File: src/rtl/spf_pkg.sv
package spf_pkg;
  typedef enum logic [1:0] {
    SEQ_IDLE,
    SEQ_WAIT_BUF,
    SEQ_DEM_REQ,
    SEQ_DEM_WAIT
  } seq_state_e;
endpackage

File: src/rtl/spf_stream_buf.sv
// One stream buffer: a circular FIFO that always holds DEPTH consecutive
// block addresses once it has been allocated.
module spf_stream_buf #(
  parameter int ADDR_W = 16,
  parameter int DATA_W = 32,
  parameter int DEPTH  = 2
) (
  input  logic              clk,
  input  logic              rst_n,
  input  logic              alloc_en,
  input  logic [ADDR_W-1:0] alloc_base,
  input  logic              pop_en,
  input  logic              issue_en,
  input  logic              fill_valid,
  input  logic [ADDR_W-1:0] fill_addr,
  input  logic [DATA_W-1:0] fill_data,
  output logic              live,
  output logic [ADDR_W-1:0] head_addr,
  output logic              head_wait,
  output logic [DATA_W-1:0] head_data,
  output logic              want_issue,
  output logic [ADDR_W-1:0] want_addr
);
  localparam int PTR_W = (DEPTH > 1) ? $clog2(DEPTH) : 1;
  localparam logic [ADDR_W-1:0] STEP = ADDR_W'(DEPTH);
  localparam logic [PTR_W-1:0]  LAST = PTR_W'(DEPTH - 1);

  logic              live_q, live_n;
  logic [PTR_W-1:0]  head_q, head_n;
  logic [ADDR_W-1:0] tag_q [DEPTH];
  logic [ADDR_W-1:0] tag_n [DEPTH];
  logic [DATA_W-1:0] dat_q [DEPTH];
  logic [DATA_W-1:0] dat_n [DEPTH];
  logic [DEPTH-1:0]  wait_q, wait_n;
  logic [DEPTH-1:0]  sent_q, sent_n;
  logic [PTR_W-1:0]  want_slot;

  // oldest waiting entry that has not been requested yet
  always_comb begin
    want_issue = 1'b0;
    want_slot  = '0;
    for (int i = DEPTH - 1; i >= 0; i--) begin
      int j;
      j = int'(head_q) + i;
      if (j >= DEPTH) j = j - DEPTH;
      if (live_q && wait_q[j] && !sent_q[j]) begin
        want_issue = 1'b1;
        want_slot  = PTR_W'(j);
      end
    end
  end

  assign want_addr = tag_q[want_slot];
  assign live      = live_q;
  assign head_addr = tag_q[head_q];
  assign head_wait = wait_q[head_q];
  assign head_data = dat_q[head_q];

  always_comb begin
    live_n = live_q;
    head_n = head_q;
    tag_n  = tag_q;
    dat_n  = dat_q;
    wait_n = wait_q;
    sent_n = sent_q;
    for (int i = 0; i < DEPTH; i++) begin
      if (fill_valid && wait_q[i] && tag_q[i] == fill_addr) begin
        dat_n[i]  = fill_data;
        wait_n[i] = 1'b0;
      end
    end
    if (issue_en) sent_n[want_slot] = 1'b1;
    if (pop_en) begin
      tag_n[head_q]  = tag_q[head_q] + STEP;
      wait_n[head_q] = 1'b1;
      sent_n[head_q] = 1'b0;
      head_n = (head_q == LAST) ? '0 : head_q + 1'b1;
    end
    if (alloc_en) begin
      live_n = 1'b1;
      head_n = '0;
      for (int i = 0; i < DEPTH; i++) begin
        tag_n[i]  = alloc_base + ADDR_W'(i);
        wait_n[i] = 1'b1;
        sent_n[i] = 1'b0;
      end
    end
  end

  always_ff @(posedge clk or negedge rst_n) begin
    if (!rst_n) begin
      live_q <= 1'b0;
      head_q <= '0;
      wait_q <= '0;
      sent_q <= '0;
      for (int i = 0; i < DEPTH; i++) begin
        tag_q[i] <= '0;
        dat_q[i] <= '0;
      end
    end else begin
      live_q <= live_n;
      head_q <= head_n;
      wait_q <= wait_n;
      sent_q <= sent_n;
      tag_q  <= tag_n;
      dat_q  <= dat_n;
    end
  end
endmodule

File: src/rtl/spf_lru.sv
// Recency ranks: 0 = most recent, N-1 = least recent.
module spf_lru #(
  parameter int N = 4,
  localparam int IDX_W = (N > 1) ? $clog2(N) : 1
) (
  input  logic             clk,
  input  logic             rst_n,
  input  logic             touch_en,
  input  logic [IDX_W-1:0] touch_idx,
  output logic [IDX_W-1:0] victim
);
  logic [IDX_W-1:0] age_q [N];
  logic [IDX_W-1:0] age_n [N];

  always_comb begin
    age_n = age_q;
    if (touch_en) begin
      for (int j = 0; j < N; j++) begin
        if (IDX_W'(j) == touch_idx) age_n[j] = '0;
        else if (age_q[j] < age_q[touch_idx]) age_n[j] = age_q[j] + 1'b1;
      end
    end
  end

  always_comb begin
    victim = '0;
    for (int j = 0; j < N; j++) begin
      if (age_q[j] == IDX_W'(N - 1)) victim = IDX_W'(j);
    end
  end

  always_ff @(posedge clk or negedge rst_n) begin
    if (!rst_n) begin
      for (int j = 0; j < N; j++) age_q[j] <= IDX_W'(j);
    end else begin
      age_q <= age_n;
    end
  end
endmodule

File: src/rtl/stream_prefetcher.sv
module stream_prefetcher #(
  parameter int ADDR_W      = 16,
  parameter int DATA_W      = 32,
  parameter int NUM_STREAMS = 4,
  parameter int DEPTH       = 2
) (
  input  logic              clk,
  input  logic              rst_n,
  input  logic              miss_valid,
  output logic              miss_ready,
  input  logic [ADDR_W-1:0] miss_addr,
  output logic              resp_valid,
  output logic              resp_from_stream,
  output logic [DATA_W-1:0] resp_data,
  output logic              mem_req_valid,
  input  logic              mem_req_ready,
  output logic [ADDR_W-1:0] mem_req_addr,
  input  logic              mem_resp_valid,
  input  logic [ADDR_W-1:0] mem_resp_addr,
  input  logic [DATA_W-1:0] mem_resp_data
);
  import spf_pkg::*;
  localparam int SIDX_W = (NUM_STREAMS > 1) ? $clog2(NUM_STREAMS) : 1;

  logic [NUM_STREAMS-1:0] s_live, s_head_wait, s_want;
  logic [NUM_STREAMS-1:0] s_alloc, s_pop, s_issue;
  logic [ADDR_W-1:0]      s_head_addr [NUM_STREAMS];
  logic [ADDR_W-1:0]      s_want_addr [NUM_STREAMS];
  logic [DATA_W-1:0]      s_head_data [NUM_STREAMS];
  logic [ADDR_W-1:0]      alloc_base;

  seq_state_e        state_q, state_n;
  logic [SIDX_W-1:0] cur_q, cur_n;
  logic [ADDR_W-1:0] dem_q, dem_n;
  logic              resp_valid_q, resp_from_q;
  logic [DATA_W-1:0] resp_data_q;
  logic              load, load_from;
  logic [DATA_W-1:0] load_data;

  logic              hit_any, hit_pending, pf_any, dem_active, touch_en;
  logic [SIDX_W-1:0] hit_idx, pf_idx, touch_idx, victim;

  assign alloc_base = miss_addr + ADDR_W'(1);

  for (genvar g = 0; g < NUM_STREAMS; g++) begin : g_buf
    spf_stream_buf #(.ADDR_W(ADDR_W), .DATA_W(DATA_W), .DEPTH(DEPTH)) u_buf (
      .clk(clk), .rst_n(rst_n),
      .alloc_en(s_alloc[g]), .alloc_base(alloc_base),
      .pop_en(s_pop[g]), .issue_en(s_issue[g]),
      .fill_valid(mem_resp_valid), .fill_addr(mem_resp_addr), .fill_data(mem_resp_data),
      .live(s_live[g]), .head_addr(s_head_addr[g]), .head_wait(s_head_wait[g]),
      .head_data(s_head_data[g]), .want_issue(s_want[g]), .want_addr(s_want_addr[g])
    );
  end

  spf_lru #(.N(NUM_STREAMS)) u_lru (
    .clk(clk), .rst_n(rst_n), .touch_en(touch_en), .touch_idx(touch_idx), .victim(victim)
  );

  // head lookup and prefetch pick: the lowest index wins
  always_comb begin
    hit_any = 1'b0;
    hit_idx = '0;
    pf_any  = 1'b0;
    pf_idx  = '0;
    for (int s = NUM_STREAMS - 1; s >= 0; s--) begin
      if (s_live[s] && s_head_addr[s] == miss_addr) begin
        hit_any = 1'b1;
        hit_idx = SIDX_W'(s);
      end
      if (s_want[s]) begin
        pf_any = 1'b1;
        pf_idx = SIDX_W'(s);
      end
    end
  end
  assign hit_pending = s_head_wait[hit_idx];

  // memory port: a demand fetch blocks all prefetches
  assign dem_active    = (state_q == SEQ_DEM_REQ);
  assign mem_req_valid = dem_active || pf_any;
  assign mem_req_addr  = dem_active ? dem_q : s_want_addr[pf_idx];
  always_comb begin
    s_issue = '0;
    if (!dem_active && pf_any && mem_req_ready) s_issue[pf_idx] = 1'b1;
  end

  assign miss_ready = (state_q == SEQ_IDLE);

  always_comb begin
    state_n   = state_q;
    cur_n     = cur_q;
    dem_n     = dem_q;
    load      = 1'b0;
    load_from = 1'b0;
    load_data = s_head_data[cur_q];
    s_alloc   = '0;
    s_pop     = '0;
    touch_en  = 1'b0;
    touch_idx = hit_idx;
    unique case (state_q)
      SEQ_IDLE: if (miss_valid) begin
        touch_en = 1'b1;
        if (hit_any) begin
          if (!hit_pending) begin
            s_pop[hit_idx] = 1'b1;
            load      = 1'b1;
            load_from = 1'b1;
            load_data = s_head_data[hit_idx];
          end else begin
            cur_n   = hit_idx;
            state_n = SEQ_WAIT_BUF;
          end
        end else begin
          touch_idx       = victim;
          s_alloc[victim] = 1'b1;
          dem_n           = miss_addr;
          state_n         = SEQ_DEM_REQ;
        end
      end
      SEQ_WAIT_BUF: if (!s_head_wait[cur_q]) begin
        s_pop[cur_q] = 1'b1;
        load      = 1'b1;
        load_from = 1'b1;
        state_n   = SEQ_IDLE;
      end
      SEQ_DEM_REQ: if (mem_req_ready) state_n = SEQ_DEM_WAIT;
      SEQ_DEM_WAIT: if (mem_resp_valid && mem_resp_addr == dem_q) begin
        load      = 1'b1;
        load_data = mem_resp_data;
        state_n   = SEQ_IDLE;
      end
      default: state_n = SEQ_IDLE;
    endcase
  end

  always_ff @(posedge clk or negedge rst_n) begin
    if (!rst_n) begin
      state_q      <= SEQ_IDLE;
      cur_q        <= '0;
      dem_q        <= '0;
      resp_valid_q <= 1'b0;
      resp_from_q  <= 1'b0;
      resp_data_q  <= '0;
    end else begin
      state_q      <= state_n;
      cur_q        <= cur_n;
      dem_q        <= dem_n;
      resp_valid_q <= load;
      if (load) begin
        resp_from_q <= load_from;
        resp_data_q <= load_data;
      end
    end
  end

  assign resp_valid       = resp_valid_q;
  assign resp_from_stream = resp_from_q;
  assign resp_data        = resp_data_q;
endmodule

File: config.mk
export PLATFORM = sky130hd
export DESIGN_NAME = stream_prefetcher
export DESIGN_NICKNAME = d
export VERILOG_FILES = /design/src/rtl/spf_pkg.sv /design/src/rtl/spf_stream_buf.sv /design/src/rtl/spf_lru.sv /design/src/rtl/stream_prefetcher.sv
export SDC_FILE = /design/constraint.sdc
export NUM_CORES = 1
export LEC_CHECK = 0
export CORE_ASPECT_RATIO = 1.2
export CORE_MARGIN = 4
export CORE_UTILIZATION = 35
export DETAILED_ROUTE_END_ITERATION = 10
export PLACE_DENSITY_LB_ADDON = 0.2
export REMOVE_ABC_BUFFERS = 1
export SLEW_MARGIN = 20
export SYNTH_ARGS = -nofsm -noshare
export SYNTH_HDL_FRONTEND = slang
export SYNTH_SLANG_ARGS = --single-unit
File: constraint.sdc
create_clock -name clk -period 7.6 [get_ports clk]
set_input_delay 1.52 -clock clk [delete_from_list [all_inputs] [get_ports clk]]
set_output_delay 1.52 -clock clk [all_outputs]
set_load 0.01 [all_outputs]
==> run summary <==
Setup violations remaining at the end of the flow were counted as 0. The worst-path cell with the longest stage delay is sky130_fd_sc_hd__nand3_1. The routed length per placed instance is 27.4 um. The final layout contains routed wiring with a total length of 112000 um.

The pre-CTS setup slack came out at 1.35 ns. The synthesized design contains 470 register bits. Yosys attributes the largest share of cell area to sky130_fd_sc_hd__dfrtp_1, sky130_fd_sc_hd__mux2_2, sky130_fd_sc_hd__mux2i_1. The number of clock buffers inserted by TritonCTS came out at 55. The fraction of registers with async set/reset is 1.00. The clock root buffer master is sky130_fd_sc_hd__clkbuf_16. The CTS clock-pin slew for the worst setup and hold paths is 0.06 ns.

At the worst endpoint, the arrival time is 4.33 ns. The path class of the tightest hold or removal check is reg -> reg. In this run, synthesis inferred 0 flip-flops with an integrated enable. The count of placed standard cells including taps came out at 3983. In this design, the largest share of critical-path delay is due to compound AO/OA/AOI/OAI gates. The final standard cell count with taps included and fillers excluded came out at 4089. Setup slack on the critical path of the routed design comes to 1.75 ns. The share of cells above drive strength 1 came out at 0.199. The maximum root-to-sink buffer count came out at 3.

The violation count after the first detailed-routing iteration came out at 1722. The height of the die is 325 um. The number of buffers and inverters on the critical path is 1. The maximum operating frequency is 171 MHz. The total global-route track usage is 0.247.

The tree built by TritonCTS fans out to 470 sinks. The critical-path maximum fanout is 18. The die outline width came out at 272 um. Routability-driven placement finished with a final weighted congestion of 0.975. After floorplanning, the core was divided into 115 placement rows. The final hold slack came out at 0.501 ns. The average via count per standard cell came out at 5.65.

The worst supply voltage drop on vdd came out at 0.150 mV. The netlist area before placement came out at 29300 um2. The antenna violation net count after detailed routing came out at 0. The flow ran to the end, and the final reports show no timing, DRC or antenna violations. Relative to the synthesized area, the layout overhead comes to 15.5%. The pin count of the biggest net entering global routing came out at 148. The core region area is 82400 um2. The number of nets at the end of the flow came out at 3014.

The setup check on the worst reg-to-reg path leaves a slack of 2.57 ns. The post-cts repair resize count is 0. The post-route DRC violation count came out at 0.

Of the post-synthesis cell area, the dominant cell type holds 0.398. The power density over the cells came out at 222 nW/um2. The total I/O pin count is 121. The number of library cell types mapped by synthesis is 74. The total of warnings raised by yosys is 0. The cell depth of the worst flop-to-flop path came out at 11. The signal on the critical path passes through nand2b_1 -> a21boi_0 -> nand3_1 -> o22ai_1 -> nor4_1 -> a21oi_1 -> clkdlybuf4s50_1.

The residual overflow from global routing is 0. The most common cell after layout, fill and taps aside is sky130_fd_sc_hd__dfrtp_1. STA classifies the critical path endpoint as a primary output. Setup repair after global routing left no endpoint under its margin.

The starting density of the core came out at 0.355. The number of input and output port buffers inserted came out at 120. The critical path is of the reg -> out type. The start point of the worst hold path is g_buf[1].u_buf.dat_q[62]. The total of hold buffers inserted after clock tree synthesis came out at 0. The number of maximum-capacitance violations came out at 0.

The worst register-to-register path begins at g_buf[2].u_buf.head_q. The worst hold path cell count came out at 1. The max-slew violation count came to 0.

The number of global-route vias before repair was 23800. The clock reaches the later pin of the worst-skew pair after 0.63 ns. Of the available clock period, the critical path in the final layout requires 0.769. The required time of the worst setup path is 6.08 ns. The setup fix buffers added after clock tree synthesis is 0. The maximum single-stage delay on the critical path came out at 0.84 ns. The synthesized design spends more area on one cell type than any other, namely sky130_fd_sc_hd__dfrtp_1. Measured against its own limit, the worst slew margin works out to 0.205. Leaving out fill and tap cells, the most frequent cells in the layout are sky130_fd_sc_hd__dfrtp_1, sky130_fd_sc_hd__nand2_1, sky130_fd_sc_hd__mux2_2. Of the synthesized area, sequential elements account for 0.402. The worst setup skew after layout is 0.0335 ns. The final number of hold-violating endpoints is 0. The total negative slack is 0 ns. TritonCTS built the clock tree. The worst setup path is launched from a register. The endpoint identified for the worst register-to-register timing path is resp_data[31]. The transition at the pin with the smallest max-transition slack is 1.19 ns.

The routed layout has 23100 vias. The number of standard cells after synthesis came out at 2904. The analysis attributes to cell leakage a power of 0.0146 uW. The area of the die is 88400 um2.

The endpoint of the worst hold-timing path is g_buf[1].u_buf.dat_q[62]. For this run, the detailed router's first-pass iteration total came to 5. The global-route wire length before repair is 164000 um. The critical path starts at g_buf[2].u_buf.wait_q[0]. Detailed placement finished with a half-perimeter wire length of 75300 um. The number of antenna violations at the first check in global routing came out at 4. In the synthesized netlist the dominant register cell turns out to be sky130_fd_sc_hd__dfrtp_1. The synthesized area divided by synthesized cell count is 10.1 um2.

The post-layout minimum cycle time came out at 5.85 ns. The H-tree level count came out at 2.
## flip-flops by register name, indices dropped and copies added (netlist names)
signal and count:
cur_q 2, g_buf.u_buf.dat_q 256, g_buf.u_buf.wait_q 8, u_lru.age_q 8, g_buf.u_buf.live 4, resp_data 32
resp_from_stream 1, g_buf.u_buf.tag_q 128, state_q 2, dem_q 16, resp_valid 1, g_buf.u_buf.sent_q 8
g_buf.u_buf.head_q 4
## cell usage after synthesis, drive strengths merged (34+ instances only)
master / number
nand3: 98
clkbuf: 182
nor4: 55
nor2: 142
a21oi: 48
xnor2: 271
o21ai: 188
dfrtp: 466
xor2: 77
nand4: 37
mux2i: 285
nand2: 341
mux2: 296
buf: 51
inv: 50
o221ai: 34
## kinds of logic after synthesis
| kind of cell | Yosys count | share of synthesized area |
|---|---|---|
| AND/OR/NAND/NOR | 798 | 0.126 |
| multiplexers | 614 | 0.237 |
| flip-flops | 470 | 0.402 |
| AO/OA/AOI/OAI | 377 | 0.0853 |
| XOR/XNOR | 348 | 0.104 |
| buffers and inverters | 283 | 0.0392 |
| adder cells (fa/ha/maj) | 14 | 0.00598 |
## worst reg2reg max path: cells and delay by family (launching register included)
kind            cells  cell delay, ns
simple gates        4            1.83
compound gates      3            0.98
flops               1            0.86
mux                 2            0.77
buf+inv             1            0.37
xor+xnor            1            0.16
## stage by stage
| stage | util | total power, uW | cell area [um2] |
|---|---|---|---|
| CTS | 0.409 | 7570 | 33800 |
| detailed placement | 0.385 | 4640 | 31800 |
| global route | 0.410 | 7810 | 33800 |
| floorplan | - | 3730 | 28300 |
| finish | 0.410 | 7490 | 33800 |
| global placement | 0.385 | 4610 | 31800 |
## routing by layer
layer	global-route usage	share of wire	vias up
li1	-	-	10300
met1	0.310	0.40	11700
met2	0.413	0.48	861
met3	0.0410	0.060	243
met4	0.125	0.058	4
met5	0	0.00024	-
## worst max path at each step
| stage | endpoint | slack [ns] | cells after the start |
|---|---|---|---|
| 2_1_floorplan | g_buf[2].u_buf.tag_q[10] | -0.08 | 8 |
| 3_3_place_gp | resp_data[0] | 1.47 | 10 |
| 3_5_place_dp | resp_data[31] | 1.35 | 10 |
| 4_1_cts | mem_req_addr[13] | 1.54 | 6 |
| 5_1_grt | mem_req_addr[12] | 1.53 | 7 |
| 6_report | mem_req_addr[15] | 1.75 | 7 |
## report_power, final
| part | leakage [uW] | internal (uW) | total [uW] | switching, uW |
|---|---|---|---|---|
| Clock | 0.000979 | 1760 | 2900 | 1130 |
| Combinational | 0.00733 | 663 | 1770 | 1110 |
| Sequential | 0.00627 | 2640 | 2830 | 189 |
## cell type report
class / count / area (um2)
flip-flops and latches: 470 / 11800
repair buffers: 203 / 1870
diodes: 2 / 5.00
clock buffers: 79 / 1630
inverters: 50 / 188
clock inverters: 23 / 358
well taps: 1111 / 1390
multi-input cells: 2151 / 16600
fillers: 8008 / 48600
Power figures use the tool's default switching activity.
